**config.mk**
```make
export PLATFORM = sky130hd
export DESIGN_NAME = clkout_div
export DESIGN_NICKNAME = d
export VERILOG_FILES = /design/src/rtl/clkdiv_pkg.sv /design/src/rtl/cdiv_step_sel.sv /design/src/rtl/cdiv_phase.sv /design/src/rtl/cdiv_out_gate.sv /design/src/rtl/clkout_div.sv
export SDC_FILE = /design/constraint.sdc
export NUM_CORES = 1
export LEC_CHECK = 0
export BUFFER_PORTS_ARGS = -buffer_cell sky130_fd_sc_hd__buf_4
export CAP_MARGIN = 10
export CORE_UTILIZATION = 41
export CTS_BUF_LIST = sky130_fd_sc_hd__clkbuf_8
export CTS_CLUSTER_DIAMETER = 150
export DETAILED_ROUTE_END_ITERATION = 8
export HOLD_SLACK_MARGIN = 0.02
export PLACE_DENSITY = 0.59
export SYNTH_ARGS = -nofsm -noshare
export SYNTH_HDL_FRONTEND = slang
export SYNTH_SLANG_ARGS = --single-unit
```
**constraint.sdc**
```tcl
create_clock -name clk -period 6.1 [get_ports clk]
set_clock_uncertainty 0.2 [all_clocks]
set_input_delay 1.22 -clock clk [delete_from_list [all_inputs] [get_ports clk]]
set_output_delay 1.22 -clock clk [all_outputs]
set_load 0.005 [all_outputs]
```
**src/rtl/clkdiv_pkg.sv**
```systemverilog
package clkdiv_pkg;

    localparam int PHASE_W = 6;
    localparam int RATIO_W = 3;

    typedef enum logic [1:0] {
        SRC_BASE = 2'b00,
        SRC_1K   = 2'b01,
        SRC_32   = 2'b10,
        SRC_1    = 2'b11
    } src_sel_e;

    typedef struct packed {
        src_sel_e           src;
        logic [RATIO_W-1:0] ratio;
    } div_cfg_t;

    typedef struct packed {
        logic [PHASE_W-1:0] period;
        logic [PHASE_W-1:0] high_len;
    } div_plan_t;

    // Period and high length in step units for a configuration.
    function automatic div_plan_t plan_of(div_cfg_t c);
        div_plan_t p;
        logic [PHASE_W-1:0] r;
        logic [PHASE_W-1:0] h;
        case (c.ratio)
            3'd0:    begin r = 6'd1;  h = 6'd1;  end
            3'd1:    begin r = 6'd2;  h = 6'd1;  end
            3'd2:    begin r = 6'd3;  h = 6'd1;  end
            3'd3:    begin r = 6'd6;  h = 6'd3;  end
            3'd4:    begin r = 6'd5;  h = 6'd1;  end
            3'd5:    begin r = 6'd10; h = 6'd5;  end
            3'd6:    begin r = 6'd15; h = 6'd5;  end
            default: begin r = 6'd30; h = 6'd15; end
        endcase
        if (c.src == SRC_BASE) begin
            p.period   = r;
            p.high_len = h;
        end else begin
            p.period   = r << 1;
            p.high_len = (c.ratio == 3'd0) ? 6'd1 : (h << 1);
        end
        return p;
    endfunction

    function automatic logic is_bypass(div_cfg_t c);
        return (c.src == SRC_BASE) && (c.ratio == '0);
    endfunction

endpackage

```
**src/rtl/cdiv_step_sel.sv**
```systemverilog
module cdiv_step_sel
    import clkdiv_pkg::*;
(
    input  src_sel_e src,
    input  logic     hstep_1k,
    input  logic     hstep_32,
    input  logic     hstep_1,
    output logic     unit_step
);
    always_comb begin
        case (src)
            SRC_BASE: unit_step = 1'b1;
            SRC_1K:   unit_step = hstep_1k;
            SRC_32:   unit_step = hstep_32;
            default:  unit_step = hstep_1;
        endcase
    end
endmodule

```
**src/rtl/cdiv_phase.sv**
```systemverilog
module cdiv_phase
    import clkdiv_pkg::*;
(
    input  logic               clk,
    input  logic               rst,
    input  div_cfg_t           cfg,
    input  logic               unit_step,
    output logic [PHASE_W-1:0] phase,
    output logic               restart,
    output logic               level
);
    div_cfg_t  cfg_q;
    div_plan_t plan;

    assign plan    = plan_of(cfg);
    assign restart = (cfg != cfg_q);
    assign level   = (phase < plan.high_len);

    always_ff @(posedge clk) begin
        if (rst) begin
            phase <= '0;
            cfg_q <= cfg;
        end else if (restart) begin
            phase <= '0;
            cfg_q <= cfg;
        end else if (unit_step) begin
            if (phase >= plan.period - 1'b1)
                phase <= '0;
            else
                phase <= phase + 1'b1;
        end
    end
endmodule

```
**src/rtl/cdiv_out_gate.sv**
```systemverilog
module cdiv_out_gate (
    input  logic clk,
    input  logic freq_ctl,
    input  logic div_en,
    input  logic out_en,
    input  logic bypass,
    input  logic level,
    output logic fout_data,
    output logic fout_oe
);
    logic drive;
    logic pick;

    assign drive     = out_en & (~freq_ctl | div_en);
    assign pick      = (~freq_ctl | bypass) ? clk : level;
    assign fout_oe   = drive;
    assign fout_data = drive & pick;
endmodule

```
**src/rtl/clkout_div.sv**
```systemverilog
module clkout_div
    import clkdiv_pkg::*;
(
    input  logic       clk,
    input  logic       rst,
    input  logic       hstep_1k,
    input  logic       hstep_32,
    input  logic       hstep_1,
    input  logic       freq_ctl,
    input  logic       out_en,
    input  logic       div_en,
    input  logic [4:0] div_sel,
    output logic       fout_data,
    output logic       fout_oe
);
    div_cfg_t           cfg;
    logic               unit_step;
    logic               restart;
    logic               level;
    logic [PHASE_W-1:0] phase;

    assign cfg.src   = src_sel_e'(div_sel[4:3]);
    assign cfg.ratio = div_sel[2:0];

    cdiv_step_sel u_step (
        .src       (cfg.src),
        .hstep_1k  (hstep_1k),
        .hstep_32  (hstep_32),
        .hstep_1   (hstep_1),
        .unit_step (unit_step)
    );

    cdiv_phase u_phase (
        .clk       (clk),
        .rst       (rst),
        .cfg       (cfg),
        .unit_step (unit_step),
        .phase     (phase),
        .restart   (restart),
        .level     (level)
    );

    cdiv_out_gate u_gate (
        .clk       (clk),
        .freq_ctl  (freq_ctl),
        .div_en    (div_en),
        .out_en    (out_en),
        .bypass    (is_bypass(cfg)),
        .level     (level),
        .fout_data (fout_data),
        .fout_oe   (fout_oe)
    );
endmodule

```
==> flow_summary_export.csv, run 1 <==
group,metric,value,unit
status,status,"finished, final reports clean",
final_layout,area_growth,20.5,%
clock_network,clk_pin_slew,0.05,ns
worst_setup_path,path_class,"clock port to primary output",
final_layout,drive_gt1_share,21.8,%
yosys,synth_cell_types,36,
global_routing,grt-ovfl-total,0,
yosys,synth-seq-cells,11,
timing,finalSetupTns,0,ns
global_routing,grt_pass1_wl,3540,um
worst_setup_path,arrival,3.55,ns
floorplanning,die_h,50.7,um
floorplanning,ios,15,
yosys,synth_fp_nets,130,
final_layout,num-nets-final,145,
route,dr.first_iter.drc_count,13,
placement,dpl.hpwl,1500,um
power,clock_power_share,51.0,%
floorplanning,die_width,50.7,um
global_routing,grtUsageTotal,20.0,%
clock_network,postCtsSetupBuffers,0,
route,wl_per_cell,13.4,um
timing,hold_viol,0,
timing,rsz0062_at_grt,"no",
timing,relSlewSlack,68.7,%
route,drt_wl_total,1970,um
placement,post-place-cells,140,
placement,port_buffers,14,
floorplanning,row_count,17,
placement,gp_congestion,0.849,
power,power_frac_comb,15.7,%
global_routing,first_global_vias,823,
power,irDropWorstVdd,184,uV
yosys,syn-instance-count,105,
route,vias_per_cell,5.35,
clock_network,tritoncts,"built",
global_routing,antenna_found_initial,0,
timing,worst_pin_slew,0.466,ns
yosys,synth.cell_area,971,sq um
worst_setup_path,end_kind,"primary output",
flow_run,cap_violations,0,
yosys,avgSynthCellArea,9.25,sq um
timing,drv_slew,0,
power,power.switching,0.0000562,W
worst_setup_path,worst-path-max-fanout,2,
worst_setup_path,critPathRequiredTime,4.68,ns
route,first_pass_iters,4,
power,powerDensity,207,nW/um^2
min_path,hold_path.class,"flop to flop",
worst_setup_path,worstSetupStartpointType,"clock port",
floorplanning,start_util,43.9,%
floorplanning,die-area,2570,sq um
power,p_sw_share,23.3,%
timing,setup_viol,0,
route,num_vias,786,
power,p_seq_share,33.3,%
route,drc,0,
yosys,yosysSeqAreaShare,27.8,%
route,ant_nets,0,
power,p_int,0.000186,W
yosys,ys_warn_count,0,
floorplanning,core_area,2210,sq um
final_layout,antenna_cells,0,
global_routing,grt_max_degree,13,
clock_network,postCtsResizedCells,0,
clock_network,cts_hold_buffers,0,
clock_network,insertion_delay,0.34,ns
final_layout,finalNonFillerCells,147,
power,p_leak,0.469,nW
## power by group through the flow
| stage | sequential [W] | combinational, W | clock, W |
|---|---|---|---|
| 2_1_floorplan | 0.0000817 | 0.0000260 | 0.00000167 |
| 3_3_place_gp | 0.0000818 | 0.0000376 | 0.00000385 |
| 3_5_place_dp | 0.0000819 | 0.0000382 | 0.00000385 |
| 4_1_cts | 0.0000805 | 0.0000383 | 0.000127 |
| 5_1_grt | 0.0000806 | 0.0000438 | 0.000134 |
| 6_report | 0.0000805 | 0.0000381 | 0.000123 |
## per-layer routing
metal | part of all wire, % | global-route usage [%] | routed length (um)
met1 | 48 | 22.2 | 942
met2 | 44 | 29.8 | 859
met3 | 6.5 | 10.9 | 127
met5 | 0 | 0 | 0
met4 | 1.9 | 11.6 | 38
## final timing paths
kind / cells after the start / slack, ns / to / startpoint
worst min register to register: 2 / 0.43 / u_phase.phase[1] / u_phase.phase[1]
worst min-delay path: 2 / 0.43 / u_phase.phase[1] / u_phase.phase[1]
worst max-delay path: 5 / 1.13 / fout_data / clk
worst max register to register: 6 / 3.98 / u_phase.phase[1] / u_phase.phase[0]
## placed cells by master (no fill, tap or decap), types with 2 or more instances in the layout
cell type	count
buf_4	14
ha_1	12
o21ai_0	9
xnor2_1	9
a211oi_1	9
nand2_1	6
clkbuf_8	6
dfxtp_1	6
edfxtp_1	5
inv_1	4
nand4_1	3
nand3_1	3
o211ai_1	2
a21boi_0	2
nand2b_1	2
xor2_1	2
or3_1	2
nor2_1	2
a21oi_1	2
a21o_1	2
o21a_1	2
## per-stage QoR
stage	utilization [%]	power, W	cell area, sq um	hold slack [ns]	setup WS, ns
floorplan	-	0.000109	971	0.356	1.50
global placement	49.0	0.000123	1080	0.409	1.39
detailed placement	49.0	0.000124	1080	0.408	1.39
CTS	52.9	0.000246	1170	0.424	1.11
global route	52.9	0.000258	1170	0.457	1.09
finish	52.9	0.000242	1170	0.426	1.13
## sequential cells by signal, indices dropped and copies added (netlist names)
name,flops
u_phase.cfg_q,5
u_phase.phase,6
## synthesized netlist by cell type
cell / number / area [sq um]
ha_1: 12 / 150
a211oi_1: 9 / 67.6
o21ai_0: 9 / 45.0
xnor2_1: 9 / 78.8
clkbuf_1: 6 / 22.5
dfxtp_1: 6 / 120
nand2_1: 6 / 22.5
edfxtp_1: 5 / 150
inv_1: 3 / 11.3
nand3_1: 3 / 15.0
nand4_1: 3 / 18.8
a21boi_0: 2 / 15.0
a21o_1: 2 / 15.0
a21oi_1: 2 / 10.0
nand2b_1: 2 / 12.5
nor2_1: 2 / 7.51
o211ai_1: 2 / 15.0
o21a_1: 2 / 15.0
or3_1: 2 / 12.5
xor2_1: 2 / 17.5
a2111oi_0: 1 / 8.76
a2111oi_4: 1 / 27.5
a211oi_2: 1 / 12.5
a31oi_1: 1 / 6.26
and2_1: 1 / 6.26
and3_1: 1 / 6.26
buf_2: 1 / 5.00
mux2i_1: 1 / 10.0
mux2i_2: 1 / 13.8
nand4b_1: 1 / 8.76
nor2b_1: 1 / 6.26
nor3b_2: 1 / 12.5
o21ai_1: 1 / 5.00
o22ai_1: 1 / 6.26
or2_2: 1 / 6.26
or3_2: 1 / 7.51
## critical path, stage by stage
cell and delay [ns]:
clkbuf_8 0.11, clkbuf_8 0.12, nand3_1 0.05, o21ai_0 0.08, buf_4 0.14
## area by class of cell
cell class              instances  area (sq um)
repair buffers                 13          97.6
multi-input cells              84           662
clock buffers                   7          90.1
fillers                       220          1040
clock inverters                 1          3.75
flip-flops and latches         11           270
well taps                      28          35.0
inverters                       3          11.3
## kinds of logic (layout without fill, tap and decap cells)
logic type	count (synthesis)	count (layout)	share of synthesized area, %
buffers and inverters	10	24	3.99
xor gates and xnor gates	11	11	9.92
muxes	2	2	2.45
DFF	11	11	27.8
AOI/OAI and AO/OA	34	34	25.6
and+or+nand+nor	25	25	14.7
adders and majority gates	12	12	15.5
Note: power is estimated with default switching activity, not from simulation.
==> inputs of run 2 (changes only) <==
--- a/config.mk
+++ b/config.mk
@@ -5,6 +5,7 @@
 export SDC_FILE = /design/constraint.sdc
 export NUM_CORES = 1
 export LEC_CHECK = 0
+export ABC_AREA = 1
 export BUFFER_PORTS_ARGS = -buffer_cell sky130_fd_sc_hd__buf_4
 export CAP_MARGIN = 10
 export CORE_UTILIZATION = 41
@@ -12,7 +13,7 @@
 export CTS_CLUSTER_DIAMETER = 150
 export DETAILED_ROUTE_END_ITERATION = 8
 export HOLD_SLACK_MARGIN = 0.02
-export PLACE_DENSITY = 0.59
+export PLACE_DENSITY = 0.61
 export SYNTH_ARGS = -nofsm -noshare
 export SYNTH_HDL_FRONTEND = slang
 export SYNTH_SLANG_ARGS = --single-unit
==> constraint.sdc (replaced) <==
create_clock -name clk -period 4 [get_ports clk]
set_clock_uncertainty 0.2 [all_clocks]
set_input_delay 0.8 -clock clk [delete_from_list [all_inputs] [get_ports clk]]
set_output_delay 0.8 -clock clk [all_outputs]
set_load 0.005 [all_outputs]
==> run 2 against run 1 <==
Effect of this change:
- worst setup slack worse by 0.61 ns
- global-route usage down 1.7 points
- first-iteration DRC count up 15%
- synthesized cell count up 40%
- utilization up 1.6 points
- via count up 18%
- power up 58%
- critical endpoint unchanged
- largest power group unchanged
- highest routed layer unchanged
==> flow_summary_export.csv, run 2 <==
group,metric,value,unit
placement,dpl.hpwl,1540,um
min_path,hold_path.class,"flop to flop",
global_routing,grt_max_degree,8,
route,wl_per_cell,10.0,um
placement,place_area,1140,sq um
power,powerDensity,312,nW/um^2
floorplanning,row_count,17,
final_layout,post-route-cell-area,1230,sq um
route,num_vias,924,
clock_network,cts_hold_buffers,0,
final_layout,final_common_cell,"nand2_1",
global_routing,grt_pass1_wl,3350,um
worst_setup_path,arrival,2.47,ns
clock_network,postCtsSetupBuffers,0,
yosys,synth_cell_types,22,
final_layout,final_util,54.4,%
floorplanning,die_width,51.4,um
yosys,ys_async_sr_fraction,0,%
yosys,synth_fp_nets,172,
flow_run,cap_violations,0,
route,first_pass_iters,3,
timing,rsz0062_at_grt,"no",
final_layout,num-nets-final,194,
floorplanning,start_util,44.3,%
route,drt_wl_total,1970,um
yosys,ys_top_cells_by_area,"edfxtp_1, ha_1, nand2_1",
yosys,synth_edf_count,5,
global_routing,busiest_layer,"met2",
min_path,min-delay-start,"u_phase.phase[0]",
clock_network,postCtsResizedCells,0,
global_routing,first_global_vias,849,
timing,setup_viol,0,
power,irDropWorstVdd,209,uV
placement,gp_congestion,0.847,
floorplanning,die-area,2640,sq um
yosys,synth_common_cells,"nand2_1, inv_1, nor2_1",
power,clock_power_share,51.6,%
global_routing,grt-ovfl-total,0,
timing,finalSetupTns,0,ns
yosys,yosysSeqAreaShare,27.0,%
yosys,synth-seq-cells,11,
floorplanning,die_h,51.4,um
power,p_sw_share,25.8,%
worst_setup_path,end_kind,"primary output",
global_routing,antenna_found_initial,0,
final_layout,fillers,243,
yosys,synth.cell_area,1000,sq um
route,ant_nets,0,
clock_network,tritoncts,"built",
placement,port_buffers,14,
yosys,avgSynthCellArea,6.80,sq um
final_layout,seq_area,270,sq um
final_layout,drive_gt1_share,22.6,%
final_layout,top_regs,"u_phase.phase x6, u_phase.cfg_q x5",
power,p_seq_share,32.1,%
worst_setup_path,r2r_start,"u_phase.phase[0]",
final_layout,layout_common_cells,"nand2_1, inv_1, nor2_1",
timing,relSlewSlack,76.6,%
timing,worst_pin_slew,0.350,ns
yosys,syn-instance-count,147,
global_routing,met3_usage,9.23,%
worst_setup_path,worstSetupStartpointType,"clock port",
power,power_frac_comb,16.3,%
power,power.switching,0.0000987,W
yosys,ys_warn_count,0,
route,vias_per_cell,4.71,
timing,drv_slew,0,
worst_setup_path,critPathRequiredTime,3.00,ns
final_layout,antenna_cells,0,
clock_network,clk_pin_slew,0.05,ns
status,status,"finished, final reports clean",
global_routing,use_met1,19.8,%
yosys,synth_ff_type,"dfxtp_1",
final_layout,multi_input_area,617,sq um
route,drc,0,
floorplanning,core_area,2250,sq um
floorplanning,ios,15,
worst_setup_path,worst-path-max-fanout,2,
worst_setup_path,crit_start,"clk",
route,dr.first_iter.drc_count,15,
final_layout,regMostFlops,"u_phase.phase",
yosys,synth.most_common_cell,"nand2_1",
global_routing,grt_use_met2,28.4,%
global_routing,grtUsageTotal,18.2,%
power,p_int,0.000284,W
clock_network,insertion_delay,0.35,ns
yosys,yosysTopAreaCell,"edfxtp_1",
worst_setup_path,path_class,"clock port to primary output",
yosys,netlist.area_leader.share,15.0,%
power,p_leak,0.633,nW
final_layout,largest_reg_flops,6,
final_layout,area_growth,22.8,%
timing,hold_viol,0,
## run 2: changes by cell type after synthesis, sizes merged, moves of 3 or more
cell and delta:
a211oi -10, inv +27, nor2 +15, nor3 +5, nand2 +32, xnor2 -9
clkbuf -6, nand4 -3, nand3 +6, a21oi +7, or3 -3
## run 2: metrics by stage
step	hold slack [ns]	instances	power [W]	setup slack, ns
2_1_floorplan	0.272	147	0.000171	0.886
3_3_place_gp	0.296	189	0.000194	0.756
3_5_place_dp	0.306	189	0.000196	0.733
4_1_cts	0.314	196	0.000391	0.513
5_1_grt	0.350	196	0.000408	0.498
6_report	0.309	196	0.000383	0.526
## run 2: power groups by stage
stage	clock network, W	logic (W)	registers, W
final	0.000197	0.0000623	0.000123
after global routing	0.000213	0.0000719	0.000123
after CTS	0.000205	0.0000626	0.000123
after detailed placement	0.00000784	0.0000624	0.000125
after global placement	0.00000784	0.0000610	0.000125
after floorplan	0.00000540	0.0000411	0.000125
## run 2: worst paths after layout
kind | endpoint | slack [ns] | cells past startpoint
setup reg to reg | u_phase.phase[0] | 2.36 | 9
setup / recovery | fout_data | 0.53 | 5
hold / removal | u_phase.phase[0] | 0.31 | 2
hold reg to reg | u_phase.phase[0] | 0.31 | 2
## run 2: logic make-up (layout without fill, tap and decap cells)
family / after synthesis / after routing / share of synthesized area (%)
AND/OR/NAND/NOR: 71 / 71 / 32.5
buffers and inverters: 30 / 51 / 11.3
AO/OA/AOI/OAI: 21 / 21 / 12.4
adder cells (fa/ha/maj): 12 / 12 / 15.0
flip-flops: 11 / 11 / 27.0
XOR/XNOR: 2 / 2 / 1.75
## run 2: worst max-delay path: stages
cell and delay, ns:
clkbuf_8 0.11, clkbuf_8 0.12, nand2_1 0.07, a21oi_2 0.05, buf_4 0.12
## run 2: final cells by class
cell class / instances / area share (%)
flip-flops and latches: 11 / 22.0
inverters: 30 / 9.17
well taps: 28 / 2.85
repair buffers: 13 / 7.95
clock inverters: 1 / 0.408
clock buffers: 7 / 7.34
multi-input cells: 106 / 50.3
## run 2: metal layers
layer	share of wire, %	wire length [um]
met1	50	984
met2	44	866
met3	4.5	89
met4	1.4	27
met5	0	0
